**config.mk**
```make
export PLATFORM = sky130hd
export DESIGN_NAME = rx_char_buffer
export DESIGN_NICKNAME = d
export VERILOG_FILES = /design/src/rtl/rxb_pkg.sv /design/src/rtl/rxb_store.sv /design/src/rtl/rxb_level.sv /design/src/rtl/rx_char_buffer.sv
export SDC_FILE = /design/constraint.sdc
export NUM_CORES = 1
export LEC_CHECK = 0
export BUFFER_PORTS_ARGS = -buffer_cell sky130_fd_sc_hd__clkbuf_2
export CAP_MARGIN = 20
export CORE_MARGIN = 8
export CORE_UTILIZATION = 50
export CTS_CLUSTER_DIAMETER = 60
export DETAILED_ROUTE_END_ITERATION = 8
export PLACE_DENSITY = 0.66
export SKIP_CTS_REPAIR_TIMING = 1
export SLEW_MARGIN = 20
export SYNTH_ARGS = -nofsm -noshare
export SYNTH_HDL_FRONTEND = slang
export SYNTH_HIERARCHICAL = 1
export SYNTH_SLANG_ARGS = --single-unit
```
**constraint.sdc**
```tcl
create_clock -name clk -period 10.9 [get_ports clk]
set_clock_uncertainty 0.2 [all_clocks]
set_input_delay 0.545 -clock clk [delete_from_list [all_inputs] [get_ports clk]]
set_output_delay 0.545 -clock clk [all_outputs]
set_load 0.005 [all_outputs]
```
**src/rtl/rxb_pkg.sv**
```systemverilog
package rxb_pkg;
  localparam int DATA_W = 8;
  localparam int TAG_W  = 3;
  localparam int LSR_W  = 2 + TAG_W;

  typedef struct packed {
    logic [TAG_W-1:0]  tag;
    logic [DATA_W-1:0] data;
  } rx_entry_t;
endpackage

```
**src/rtl/rxb_store.sv**
```systemverilog
module rxb_store
  import rxb_pkg::*;
#(
  parameter int DEPTH = 64,
  parameter int CW    = $clog2(DEPTH + 1)
) (
  input  logic          clk,
  input  logic          rst,
  input  logic          clr,
  input  logic          single,
  input  logic          push,
  input  rx_entry_t     push_entry,
  input  logic          pop,
  output logic [CW-1:0] cnt_q,
  output logic [CW-1:0] cnt_nxt,
  output rx_entry_t     head_nxt,
  output logic          drop
);
  localparam int AW = (DEPTH > 1) ? $clog2(DEPTH) : 1;
  localparam logic [CW-1:0] DEPTH_C = CW'(DEPTH);

  rx_entry_t       mem [DEPTH];
  logic [AW-1:0]   wr_ptr, rd_ptr, wr_nxt, rd_nxt;
  logic            full, do_pop, do_push;
  logic [CW-1:0]   left;

  function automatic logic [AW-1:0] bump(input logic [AW-1:0] p);
    return (p == AW'(DEPTH - 1)) ? '0 : p + 1'b1;
  endfunction

  always_comb begin
    full    = single ? (cnt_q != '0) : (cnt_q == DEPTH_C);
    do_pop  = pop && (cnt_q != '0);
    do_push = push && (!full || do_pop);
    rd_nxt  = do_pop  ? bump(rd_ptr) : rd_ptr;
    wr_nxt  = do_push ? bump(wr_ptr) : wr_ptr;
    left    = cnt_q - CW'(do_pop);
    if (clr) begin
      cnt_nxt  = '0;
      head_nxt = '0;
      drop     = 1'b0;
    end else begin
      cnt_nxt = left + CW'(do_push);
      drop    = push && !do_push;
      if (cnt_nxt == '0)
        head_nxt = '0;
      else if (left == '0)
        head_nxt = push_entry;
      else
        head_nxt = mem[rd_nxt];
    end
  end

  always_ff @(posedge clk) begin
    if (rst || clr) begin
      wr_ptr <= '0;
      rd_ptr <= '0;
      cnt_q  <= '0;
    end else begin
      wr_ptr <= wr_nxt;
      rd_ptr <= rd_nxt;
      cnt_q  <= cnt_nxt;
    end
  end

  always_ff @(posedge clk) begin
    if (do_push && !clr)
      mem[wr_ptr] <= push_entry;
  end
endmodule

```
**src/rtl/rxb_level.sv**
```systemverilog
module rxb_level #(
  parameter int DEPTH = 64,
  parameter int CW    = $clog2(DEPTH + 1)
) (
  input  logic          clr,
  input  logic          single,
  input  logic [CW-1:0] cnt_nxt,
  input  logic [CW-1:0] trig,
  input  logic [CW-1:0] hyst,
  input  logic          pause_q,
  output logic          irq_nxt,
  output logic          pause_nxt
);
  localparam int EW = CW + 1;
  localparam logic [CW-1:0] DEPTH_C = CW'(DEPTH);
  localparam logic [EW-1:0] DEPTH_E = EW'(DEPTH);

  logic [CW-1:0] teff, hi, lo;
  logic [EW-1:0] sum;

  always_comb begin
    if (single || trig == '0) teff = CW'(1);
    else if (trig > DEPTH_C)  teff = DEPTH_C;
    else                      teff = trig;

    sum = {1'b0, teff} + {1'b0, hyst};
    if (single)              hi = CW'(1);
    else if (sum > DEPTH_E)  hi = DEPTH_C;
    else                     hi = sum[CW-1:0];

    if (single || hyst >= teff) lo = '0;
    else                        lo = teff - hyst;

    irq_nxt = (cnt_nxt >= teff);

    if (clr)                pause_nxt = 1'b0;
    else if (cnt_nxt >= hi) pause_nxt = 1'b1;
    else if (cnt_nxt <= lo) pause_nxt = 1'b0;
    else                    pause_nxt = pause_q;
  end
endmodule

```
**src/rtl/rx_char_buffer.sv**
```systemverilog
module rx_char_buffer
  import rxb_pkg::*;
#(
  parameter int DEPTH = 64,
  localparam int CW   = $clog2(DEPTH + 1)
) (
  input  logic              clk,
  input  logic              rst,
  input  logic              fifo_clr,
  input  logic              fifo_en,
  input  logic              rx_valid,
  input  logic [DATA_W-1:0] rx_data,
  input  logic [TAG_W-1:0]  rx_tag,
  input  logic              rhr_read,
  input  logic              lsr_read,
  input  logic [CW-1:0]     trig_level,
  input  logic [CW-1:0]     hyst_level,
  input  logic              hwfc_en,
  input  logic              fc_use_dtr,
  output logic [DATA_W-1:0] rhr_data,
  output logic [LSR_W-1:0]  lsr_view,
  output logic              rx_irq,
  output logic              rts_n,
  output logic              dtr_n,
  output logic [CW-1:0]     fill_level
);
  logic          mode_q, clr_now, single;
  logic          ovr_q, ovr_nxt, pause_q, pause_nxt, irq_nxt, drop;
  logic [CW-1:0] cnt_q, cnt_nxt;
  rx_entry_t     in_entry, head_nxt;

  assign clr_now  = fifo_clr || (fifo_en != mode_q);
  assign single   = !fifo_en;
  assign in_entry = '{tag: rx_tag, data: rx_data};

  rxb_store #(.DEPTH(DEPTH), .CW(CW)) u_store (
    .clk        (clk),
    .rst        (rst),
    .clr        (clr_now),
    .single     (single),
    .push       (rx_valid),
    .push_entry (in_entry),
    .pop        (rhr_read),
    .cnt_q      (cnt_q),
    .cnt_nxt    (cnt_nxt),
    .head_nxt   (head_nxt),
    .drop       (drop)
  );

  rxb_level #(.DEPTH(DEPTH), .CW(CW)) u_level (
    .clr       (clr_now),
    .single    (single),
    .cnt_nxt   (cnt_nxt),
    .trig      (trig_level),
    .hyst      (hyst_level),
    .pause_q   (pause_q),
    .irq_nxt   (irq_nxt),
    .pause_nxt (pause_nxt)
  );

  always_comb begin
    if (clr_now)       ovr_nxt = 1'b0;
    else if (drop)     ovr_nxt = 1'b1;
    else if (lsr_read) ovr_nxt = 1'b0;
    else               ovr_nxt = ovr_q;
  end

  always_ff @(posedge clk) begin
    if (rst) begin
      mode_q     <= fifo_en;
      ovr_q      <= 1'b0;
      pause_q    <= 1'b0;
      rhr_data   <= '0;
      lsr_view   <= '0;
      rx_irq     <= 1'b0;
      rts_n      <= 1'b0;
      dtr_n      <= 1'b0;
      fill_level <= '0;
    end else begin
      mode_q     <= fifo_en;
      ovr_q      <= ovr_nxt;
      pause_q    <= pause_nxt;
      rhr_data   <= head_nxt.data;
      lsr_view   <= {head_nxt.tag, ovr_nxt, cnt_nxt != '0};
      rx_irq     <= irq_nxt;
      rts_n      <= hwfc_en && !fc_use_dtr && pause_nxt;
      dtr_n      <= hwfc_en && fc_use_dtr && pause_nxt;
      fill_level <= cnt_nxt;
    end
  end
endmodule

```
# After elaboration in Yosys (flattened, before gate mapping)
# Memories as Yosys holds them, arrays and structs flattened.
# Cells that the tools add are included.
# classes
eq_ne	4
addsub	6
n_mux	20
n_lt_le_gt_ge	6
n_reduce_logical	24
# op_table
cell	n
$mux 7	6
$ge 7x7->1	3
$logic_not 7->1	3
$mux 6	3
$reduce_bool 7->1	2
$add 6x1->6 const B	2
$eq 6x6->1 const B	2
$mux 11	1
$mux 1	10
$add 7x7->8	1
$gt 8x7->1 const B	1
$logic_and 1x1->1	8
$add 7x1->7	1
$eq 7x7->1 const B	1
$gt 7x7->1 const B	1
$le 7x7->1	1
$sub 7x1->7	1
$sub 7x7->7	1
$logic_not 1->1	5
$logic_or 1x1->1	5
$reduce_or 3->1	1
$ne 1x1->1	1
# totals
reg_bits	45
ram_bits	704
input_bits	34
mem_count	1
output_inout_bits	23
# mem_list
memory	depth	word_bits	read_ports	rd_clocked_by_memory_dff	wr	line_no	text
u_store.mem	64	11	1	0	1	rxb_store.sv:22	rx_entry_t mem [DEPTH];

# Longest topological paths before layout
# Gate-level depths: netlist of run 1.
# depth
word_depth	12
depth_mapped	21

# Modules after synthesis
# The synthesis of run 1 kept the hierarchy.
# modules_own_cells
mod	n_inst	area_each_um2	cells_per_inst
rxb_store	1	29080.4	1956
rxb_level	1	1342.5	179
rx_char_buffer	1	720.7	60

# Least setup slack after synthesis of run 1
# No wires, ideal clock.
# synth_timing
kind	register to register
start	register u_store.cnt_q[3]
end	register dtr_n
synth_period_minus_slack_ns	4.084
path_stages_with_launch	20
slack_ns	6.816
arrival_time_ns	3.769
setup_time_ns	0.116
n_path_buf	1
t_required_ns	10.584
cell_sequence	dfxtp_1 buf_4 or4_4 o21ai_4 inv_4 ha_1 inv_1 ha_1 ha_1 and3_1 a21oi_1 xor2_1 nor2_1 ha_1 nand4_1 o21a_1 o22ai_1 a21oi_1 nor2b_2 and3_1
# synth_between
elab_chain_len	12
# synth_lines
item	line_no	text
start: declaration	rxb_store.sv:14	output logic [CW-1:0] cnt_q,
start signal: assignment	rxb_store.sv:62	cnt_q <= cnt_nxt;
parallel branches: the longest is 5 deep, another holds $sub 7x1->7	n/a	
$add 7x1->7 (*)	rxb_store.sv:43	cnt_nxt = left + CW'(do_push);
$mux 7 (*)	rxb_store.sv:38	if (clr) begin
net cnt_nxt[4]	rx_char_buffer.sv:29	logic [CW-1:0] cnt_q, cnt_nxt;
$le 7x7->1	rxb_level.sv:38	else if (cnt_nxt <= lo) pause_nxt = 1'b0;
$mux 1	rxb_level.sv:38	
$mux 1 (*)	rxb_level.sv:37	else if (cnt_nxt >= hi) pause_nxt = 1'b1;
$mux 1 (*)	rxb_level.sv:36	if (clr) pause_nxt = 1'b0;
net pause_nxt	rx_char_buffer.sv:28	logic ovr_q, ovr_nxt, pause_q, pause_nxt, irq_nxt, drop;
$logic_and 1x1->1 (*)	rx_char_buffer.sv:87	dtr_n <= hwfc_en && fc_use_dtr && pause_nxt;
end signal: assignment	rx_char_buffer.sv:87	
end: declaration	rx_char_buffer.sv:24	output logic dtr_n,
# Mark *: on every way through the listed nets, which the timed path passes.
# A chain may end at the register's enable or synchronous reset.

# Worst setup path in the final report of run 1
# Ends and elaborated chain as after synthesis.

==> impl_metrics.yaml, run 1 <==
sta:
  setup_viol: 0
  clock.fmax_ghz: 0.183
  fin_crit_ps: 5470
  post-route-worst-setup-slack_ps: 5430
  drv_slew: 0
  finalCritPeriodShare_pct: 50.2
  tightest_slew_ps: 1130
  rsz0062_at_grt: "no"
  finalHoldViolCount: 0
  relSlewSlack_pct: 24.4
  tns_ps: 0
global_routing:
  grt.total_usage_pct: 22.9
  overflow: 0
  grt_max_degree: 97
  grt_pass1_vias: 18200
  grt_pass1_wl_mm: 121
  grt_antenna_before_repair: 2
placed_design:
  dp_hpwl_mm: 49.9
  placed_cells_incl_taps: 3000
  place_area_um2: 32300
  io_buffer_count: 56
  dp_worst_setup_slack_ps: 5800
  gp_congestion: 0.889
die:
  die_height_um: 266
  io_pins: 57
  fp.dieW_um: 266
  dieArea_um2: 70500
  start_util_pct: 50.6
  coreArea_um2: 61600
  rows: 91
synthesis:
  synth_seq_cells: 748
  synth_cell_types: 77
  synth_top_flop_cell: "edfxtp_1"
  avgSynthCellArea_um2: 14.2
  synthArstFlopShare_pct: 0
  synth-warning-count: 6
  synth_edf_count: 704
  synth_area_leader_cell: "edfxtp_1"
  synthCells: 2195
  synth_area_um2: 31100
  synthesis.nets: 2273
  synth_top_area_share_pct: 67.9
  ys_seq_area_share_pct: 70.7
  synth_top_cells_by_area: "edfxtp_1 68%, mux2i_1 4.3%, nand2_1 4.3%, dfxtp_1 2.8%, nand3_1 2.7%"
min_path:
  hold_class: "input pin to register"
setup_path:
  critPathTopFamily: "simple AND/OR/NAND/NOR gates"
  cp_slowest_stage_delay_ps: 650
  critPathMaxFanout: 9
  cp.arrival_ps: 5770
  cp_cell_sequence: "nor3_1, a21bo_2, a21oi_1, nor2b_1, ha_1, ha_1, mux2i_1, a21oi_1, xor2_1, nor2_1, ha_1, a21o_1, a21oi_1, o21ai_0, nand2_1, a21oi_1, nor2b_2, and3_1, dlygate4sd3_1"
  slowest_stage: "nor2b_1"
  crit_path_start_kind: "register"
  crit_required_ps: 11200
  crit_top_cell: "a21oi_1"
  cp_num_buf_inv: 1
  endpoint_kind: "register"
  critPathKind: "register to register"
routing:
  wl_met1_mm: 33.7
  drcViolationCount: 0
  viasPerCell: 6.08
  wl_met2_mm: 37.6
  drt_iter0_drc: 2205
  drt_pass1_iterations: 6
  post_drt_wl_per_cell_um: 26.0
  vias: 19200
  wl_mm: 81.9
  wl_met3_mm: 8.16
  drtAntennaViolNets: 0
  top_layer: "met5"
cells_and_area:
  stdcell_area_um2: 34900
  stdcell_count: 3154
  nets: 2332
  drive_above_1_share_pct: 13.5
  area_delta_synth_final_pct: 12.1
clock_tree:
  clk_path_buf_depth: 3
  insertion_delay_ps: 620
  ctsRootBufferMaster: "clkbuf_16"
  htree_num_levels: 3
  cts_made_buffers: 78
  cts_tree: "yes"
  cts.sinks: 748
  clkTransAtPathRegs_ps: 60
power:
  p_per_area_nw_per_um2: 174
  peakVddDrop_mv: 0.140
  p_total_uw: 6080
  p_leak_uw: 0.0116
run_status:
  status: "completed"
run:
  maxCapViolations: 0
==> worst paths after layout <==
check	cells past startpoint	startpoint	slack, ps	end
max	19	u_store/cnt_q[3]	5430	dtr_n
max reg2reg	19	u_store/cnt_q[3]	5430	dtr_n
min	3	fifo_clr	20	lsr_view[1]
min reg2reg	2	mode_q	400	lsr_view[1]
==> through the flow <==
step / util (%) / hold WS (ps)
after global routing: 56.7 / 20.4
after detailed placement: 52.4 / 381
after global placement: 52.3 / 366
final: 56.7 / 15.0
after floorplan: - / 340
after CTS: 56.5 / -147
==> worst register-to-register path, cell delays in order, from the launching register on <==
cell and delay [ps]:
dfxtp_1 390, nor3_1 570, a21bo_2 220, a21oi_1 80, nor2b_1 650, ha_1 290, ha_1 260, mux2i_1 210
a21oi_1 120, xor2_1 190, nor2_1 370, ha_1 330, a21o_1 160, a21oi_1 120, o21ai_0 100, nand2_1 100
a21oi_1 60, nor2b_2 190, and3_1 210, dlygate4sd3_1 540
==> kinds of logic after synthesis <==
family	after synthesis	synth area share, %
AOI/OAI and AO/OA	251	5.66
xor gates and xnor gates	21	0.591
adders and majority gates	44	1.82
buffers and inverters	157	2.32
DFF	748	70.7
muxes	180	7.20
and+or+nand+nor	794	11.7
==> cell usage after synthesis, drive strengths merged (4+ instances only) <==
| library cell | count |
|---|---|
| dfxtp | 44 |
| mux2i | 136 |
| o2111ai | 21 |
| a31oi | 21 |
| nand2b | 8 |
| clkbuf | 69 |
| nor2 | 127 |
| or3 | 6 |
| ha | 42 |
| o221ai | 4 |
| nand4 | 19 |
| o22ai | 12 |
| a32oi | 23 |
| mux4 | 32 |
| buf | 57 |
| o21a | 4 |
| and3b | 4 |
| nand2 | 355 |
| mux2 | 12 |
| inv | 31 |
| xor2 | 11 |
| a22oi | 12 |
| a21o | 7 |
| nor4 | 17 |
| edfxtp | 704 |
| nor2b | 36 |
| a221o | 20 |
| nand3b | 5 |
| xnor2 | 10 |
| a21oi | 80 |
| and3 | 5 |
| o21ai | 26 |
| and4b | 11 |
| nor3b | 8 |
| nor3 | 9 |
| nand3 | 169 |
| or4 | 4 |
==> sequential cells by signal, summed over array words and instances (netlist names), 5 cells and up <==
signal          cells
u_store/rd_ptr      6
rhr_data            8
fill_level          7
lsr_view            5
u_store/cnt_q       7
u_store/mem       704
u_store/wr_ptr      6
==> where the power goes <==
part	switching (uW)	internal [uW]	leakage, uW	total (uW)
logic	217	104	0.00364	322
registers	5.80	3150	0.00668	3150
clock network	1070	1530	0.00124	2610
total	1300	4780	0.0116	6080
==> layout make-up <==
cell class                 instances  area (um^2)
tap                              837         1050
inverter                          31          119
sequential                       748        22000
timing repair buffer             105          658
antenna                            1         2.50
multi-input combinational       1290         8540
clock buffer                     104         2180
fill                            4818        26700
clock inverter                    38          350
==> cells in the final DEF, fill, tap and decap left out, drive strengths merged, types with 5 or more instances in the layout <==
cell type and count:
a21o 7, a21oi 80, a221o 20, a22oi 12, a31oi 21, a32oi 23
and3 5, and4b 11, buf 45, bufinv 5, clkbuf 160, clkinv 26
dfxtp 44, edfxtp 704, ha 42, inv 34, mux2 12, mux2i 136
mux4 32, nand2 355, nand2b 8, nand3 169, nand3b 5, nand4 19
nor2 127, nor2b 36, nor3 9, nor3b 8, nor4 17, o2111ai 21
o21ai 26, o22ai 12, or3 6, xnor2 10, xor2 11
==> metal layers <==
layer	vias up	GRT usage, %
met5	-	0
met3	138	4.60
met2	954	35.3
met4	2	7.53
met1	9649	32.6
li1	8436	-
Power figures use the tool's default switching activity.
==> run 2: changes to the inputs <==
clock period = 5.5 ns   (was 10.9 ns; I/O delays follow)
==> run 2 against run 1 <==
- power increased by 96%
- via count is 0.52% lower
- cell count rose by 1.6%
- combinational power rose by 100%
- non-clock buffer count rose by 51
- flip-flop and latch count stayed put
- clock-buffer cell count fell by 3
- sequential share of layout area shrank 0.51 points
- die area unchanged
- core utilization rose by 0.46 points
- design area up 0.82%
- critical path depth shrank 5
- critical path type unchanged
==> impl_metrics.yaml, run 2 (same netlist as run 1, synthesis figures left out) <==
run_status:
  status: "completed"
global_routing:
  grtUsageMet3_pct: 4.36
  grt_antenna_before_repair: 1
  overflow: 0
  grt.total_usage_pct: 22.8
  busiest_layer: "met2"
  met2_usage_pct: 34.1
  grt_pass1_vias: 18100
  grt_pass1_wl_mm: 120
  grt_util_met1_pct: 33.6
  grt_max_degree: 80
die:
  dieArea_um2: 70500
  die_height_um: 266
  start_util_pct: 50.6
  rows: 91
  coreArea_um2: 61600
  io_pins: 57
  fp.dieW_um: 266
cells_and_area:
  final_common_cell: "edfxtp_1"
  drive_above_1_share_pct: 13.5
  nets: 2383
  largest_registers: "u_store/mem: 704 flops, rhr_data: 8 flops"
  largest_register_ffs: 704
  stdcell_count: 3204
  final_cell_mix: "704 x edfxtp_1, 355 x nand2_1, 169 x nand3_1, 135 x mux2i_1, 122 x nor2_1"
  area_delta_synth_final_pct: 13.0
  top_register: "u_store/mem"
sta:
  rsz0062_at_grt: "no"
  clock.fmax_ghz: 0.205
  relSlewSlack_pct: 28.0
  finalCritPeriodShare_pct: 88.8
  tns_ps: 0
  fin_crit_ps: 4880
  tightest_slew_ps: 1080
  setup_viol: 0
  finalHoldViolCount: 0
  drv_slew: 0
clock_tree:
  cts_made_buffers: 78
  ctsRootBufferMaster: "clkbuf_16"
  insertion_delay_ps: 620
  clk_path_buf_depth: 3
  cts_tree: "yes"
  htree_num_levels: 3
  cts.sinks: 748
  clkTransAtPathRegs_ps: 60
run:
  maxCapViolations: 0
setup_path:
  critPathLaunch: "u_store/cnt_q[3]"
  crit_path_start_kind: "register"
  cp.arrival_ps: 5240
  crit_required_ps: 5850
  endpoint_kind: "register"
  critPathMaxFanout: 17
  r2r_start: "u_store/cnt_q[3]"
  r2r_slack_ps: 620
  critPathKind: "register to register"
routing:
  viasPerCell: 5.95
  vias: 19100
  drt_iter0_drc: 2369
  drtAntennaViolNets: 0
  drt_pass1_iterations: 5
  wl_mm: 81.3
  post_drt_wl_per_cell_um: 25.4
  drcViolationCount: 0
power:
  p_leak_uw: 0.0118
  p_per_area_nw_per_um2: 339
  peakVddDrop_mv: 0.223
min_path:
  min_from: "rst"
  hold_class: "input pin to register"
placed_design:
  dp_hpwl_mm: 53.1
  io_buffer_count: 56
  gp_congestion: 0.924
  placed_cells_incl_taps: 3056
[run 2: layer usage]
metal / part of all wire (%) / wire length (um) / up-vias
met5: 0 / 0 / -
met4: 2.7 / 2190 / 0
met3: 9.5 / 7700 / 129
met2: 45 / 36500 / 860
met1: 43 / 34900 / 9559
li1: - / - / 8531
[run 2: layout make-up]
type / count / area (um^2)
antenna: 1 / 2.50
clock buffer: 101 / 2060
clock inverter: 40 / 373
fill: 4787 / 26400
inverter: 31 / 119
multi-input combinational: 1290 / 8480
sequential: 748 / 22000
tap: 837 / 1050
timing repair buffer: 156 / 1110
[run 2: worst paths after layout]
| check | end | depth (start not counted) |
|---|---|---|
| worst max-delay path | rhr_data[2] | 14 |
| worst min-delay path | lsr_view[3] | 2 |
| worst max register to register | rhr_data[2] | 14 |
| worst min register to register | u_store/wr_ptr[0] | 2 |
[run 2: worst max-delay path: stages (launching register included)]
cell and delay, ps:
dfxtp_1 390, or4_4 590, o21ai_4 360, inv_4 110
ha_1 200, ha_1 200, nor2b_1 180, nor2_1 170
nand4b_1 120, or4_1 850, nand4_1 500, o22ai_1 190
nor4_1 380, and4b_1 240, nor2b_1 120
[run 2: stage by stage]
stage / worst slack [ps] / hold slack (ps) / cell area, um^2 / total power, uW / util (%)
after global routing: 265 / 74.7 / 35200 / 12300 / 57.2
final: 617 / 40.5 / 35200 / 11900 / 57.2
after floorplan: 1420 / 103 / 31100 / 6730 / -
after CTS: 688 / -426 / 35100 / 12000 / 57.0
after global placement: 764 / 223 / 32700 / 7000 / 53.1
after detailed placement: 705 / 223 / 32700 / 7000 / 53.1
[run 2: where the power goes]
part,total [uW],switching [uW],internal [uW]
combinational,643,428,215
clock,5040,2110,2930
sequential,6250,12.7,6240
==> run 3: changes to the inputs <==
CORE_MARGIN = unset   (was 8)
==> run 3 against run 2 <==
- global-route usage increased by 3.2 points
- maximum frequency decreased by 3.4%
- flip-flop and latch count unchanged
- via count down 0.14%
- sequential power is essentially flat
- largest cell class unchanged
- critical path type unchanged
==> impl_metrics.yaml, run 3 (same netlist as run 1, synthesis figures left out) <==
run_status:
  status: "completed"
setup_path:
  crit_required_ps: 5860
  crit_path_start_kind: "register"
  critPathMaxFanout: 17
  cp_cell_sequence: "or4_4, o21ai_4, inv_4, ha_1, ha_1, nor2b_1, nor2_1, nand4b_1, or4_1, nand4_1, o22ai_1, nor4_1, and4b_1, nor2b_1"
  endpoint_kind: "register"
  reg2regPathDepth: 14
  cp_slowest_stage_delay_ps: 910
  slowest_stage: "or4_1"
  r2r_slack_ps: 440
  cp.arrival_ps: 5410
  rr_endpoint: "lsr_view[3]"
  r2r_start: "u_store/cnt_q[3]"
  critPathKind: "register to register"
routing:
  wl_mm: 81.2
  viasPerCell: 5.98
  vias: 19100
  drt_iter0_drc: 2425
  post_drt_wl_per_cell_um: 25.5
  drcViolationCount: 0
  drt_pass1_iterations: 5
  drtAntennaViolNets: 0
power:
  p_per_area_nw_per_um2: 342
  peakVddDrop_mv: 0.221
  p_leak_uw: 0.0117
sta:
  clock.fmax_ghz: 0.198
  rsz0062_at_grt: "no"
  finalHoldViolCount: 0
  post-route-worst-setup-slack_ps: 443
  tightest_slew_ps: 1150
  fin_crit_ps: 5060
  tns_ps: 0
  finalCritPeriodShare_pct: 91.9
  relSlewSlack_pct: 23.2
  drv_slew: 0
  setup_viol: 0
die:
  coreArea_um2: 61600
  io_pins: 57
  rows: 91
  fp.dieW_um: 252
  start_util_pct: 50.6
  die_height_um: 252
  dieArea_um2: 63300
clock_tree:
  insertion_delay_ps: 630
  cts.sinks: 748
  cts_tree: "yes"
  cts_made_buffers: 77
  clkTransAtPathRegs_ps: 60
  clk_path_buf_depth: 3
  ctsRootBufferMaster: "clkbuf_16"
  htree_num_levels: 3
min_path:
  min_path_cells: 2
  holdPathEnd: "lsr_view[3]"
  min_from: "rst"
  hold_class: "input pin to register"
cells_and_area:
  nFillCells: 4769
  final_common_cell: "edfxtp_1"
  final_cell_mix: "704 x edfxtp_1, 355 x nand2_1, 169 x nand3_1, 135 x mux2i_1, 123 x nor2_1"
  top_register: "u_store/mem"
  area_delta_synth_final_pct: 12.8
  nets: 2366
  drive_above_1_share_pct: 13.2
  largest_register_ffs: 704
  largest_registers: "u_store/mem: 704 flops, rhr_data: 8 flops"
placed_design:
  dp_hpwl_mm: 51.2
  dp_worst_setup_slack_ps: 539
  io_buffer_count: 56
  gp_congestion: 0.926
run:
  maxCapViolations: 0
global_routing:
  grt.total_usage_pct: 26.0
  grt_pass1_vias: 18400
  grt_pass1_wl_mm: 120
  grt_antenna_before_repair: 2
  grt_max_degree: 99
  overflow: 0
-- run 3: layout make-up --
class	instances	area, um^2	share of cell area (%)
sequential	748	22000	62.7
clock inverter	42	373	1.06
inverter	31	119	0.338
clock buffer	97	2110	6.00
tap	837	1050	2.98
timing repair buffer	140	986	2.81
multi-input combinational	1290	8490	24.1
antenna	1	2.50	0.00712
-- run 3: per-stage QoR --
step	hold slack [ps]	instances	util (%)	cell area [um^2]	power, uW
floorplan	103	2195	-	31100	6730
global placement	231	3036	52.9	32600	6990
detailed placement	231	3036	52.9	32600	7000
CTS	-422	3175	56.9	35000	12100
global route	101	3185	57.0	35100	12300
finish	57.3	3186	57.1	35100	12000
-- run 3: worst max-delay path: cells and delay by family, from the launching register on --
| kind | cells | cell delay [ps] |
|---|---|---|
| compound gates | 2 | 560 |
| fa+ha+maj | 2 | 400 |
| flops | 1 | 390 |
| buf+inv | 1 | 110 |
| simple gates | 9 | 3330 |
-- run 3: worst max-delay path by stage --
stage	startpoint	to	slack, ps	cells after the start
2_1_floorplan	u_store/cnt_q[3]	dtr_n	1420	19
3_3_place_gp	u_store/cnt_q[3]	lsr_view[3]	660	14
3_5_place_dp	u_store/cnt_q[3]	rhr_data[4]	540	14
4_1_cts	u_store/cnt_q[3]	rhr_data[4]	510	14
5_1_grt	u_store/cnt_q[3]	lsr_view[3]	220	14
6_report	u_store/cnt_q[3]	lsr_view[3]	440	14
-- run 3: metal layers --
metal  up-vias  share of wire, %  track usage [%]
li1       8519                 -                -
met5         -            0.0099                0
met2       856                46             39.9
met1      9568                42             37.8
met4         2               3.0             9.04
met3       107               8.4             3.89
-- run 3: report_power, final --
part | internal [uW] | switching, uW
Sequential | 6240 | 13.4
Clock | 3000 | 2110
Combinational | 211 | 429
Total | 9450 | 2550
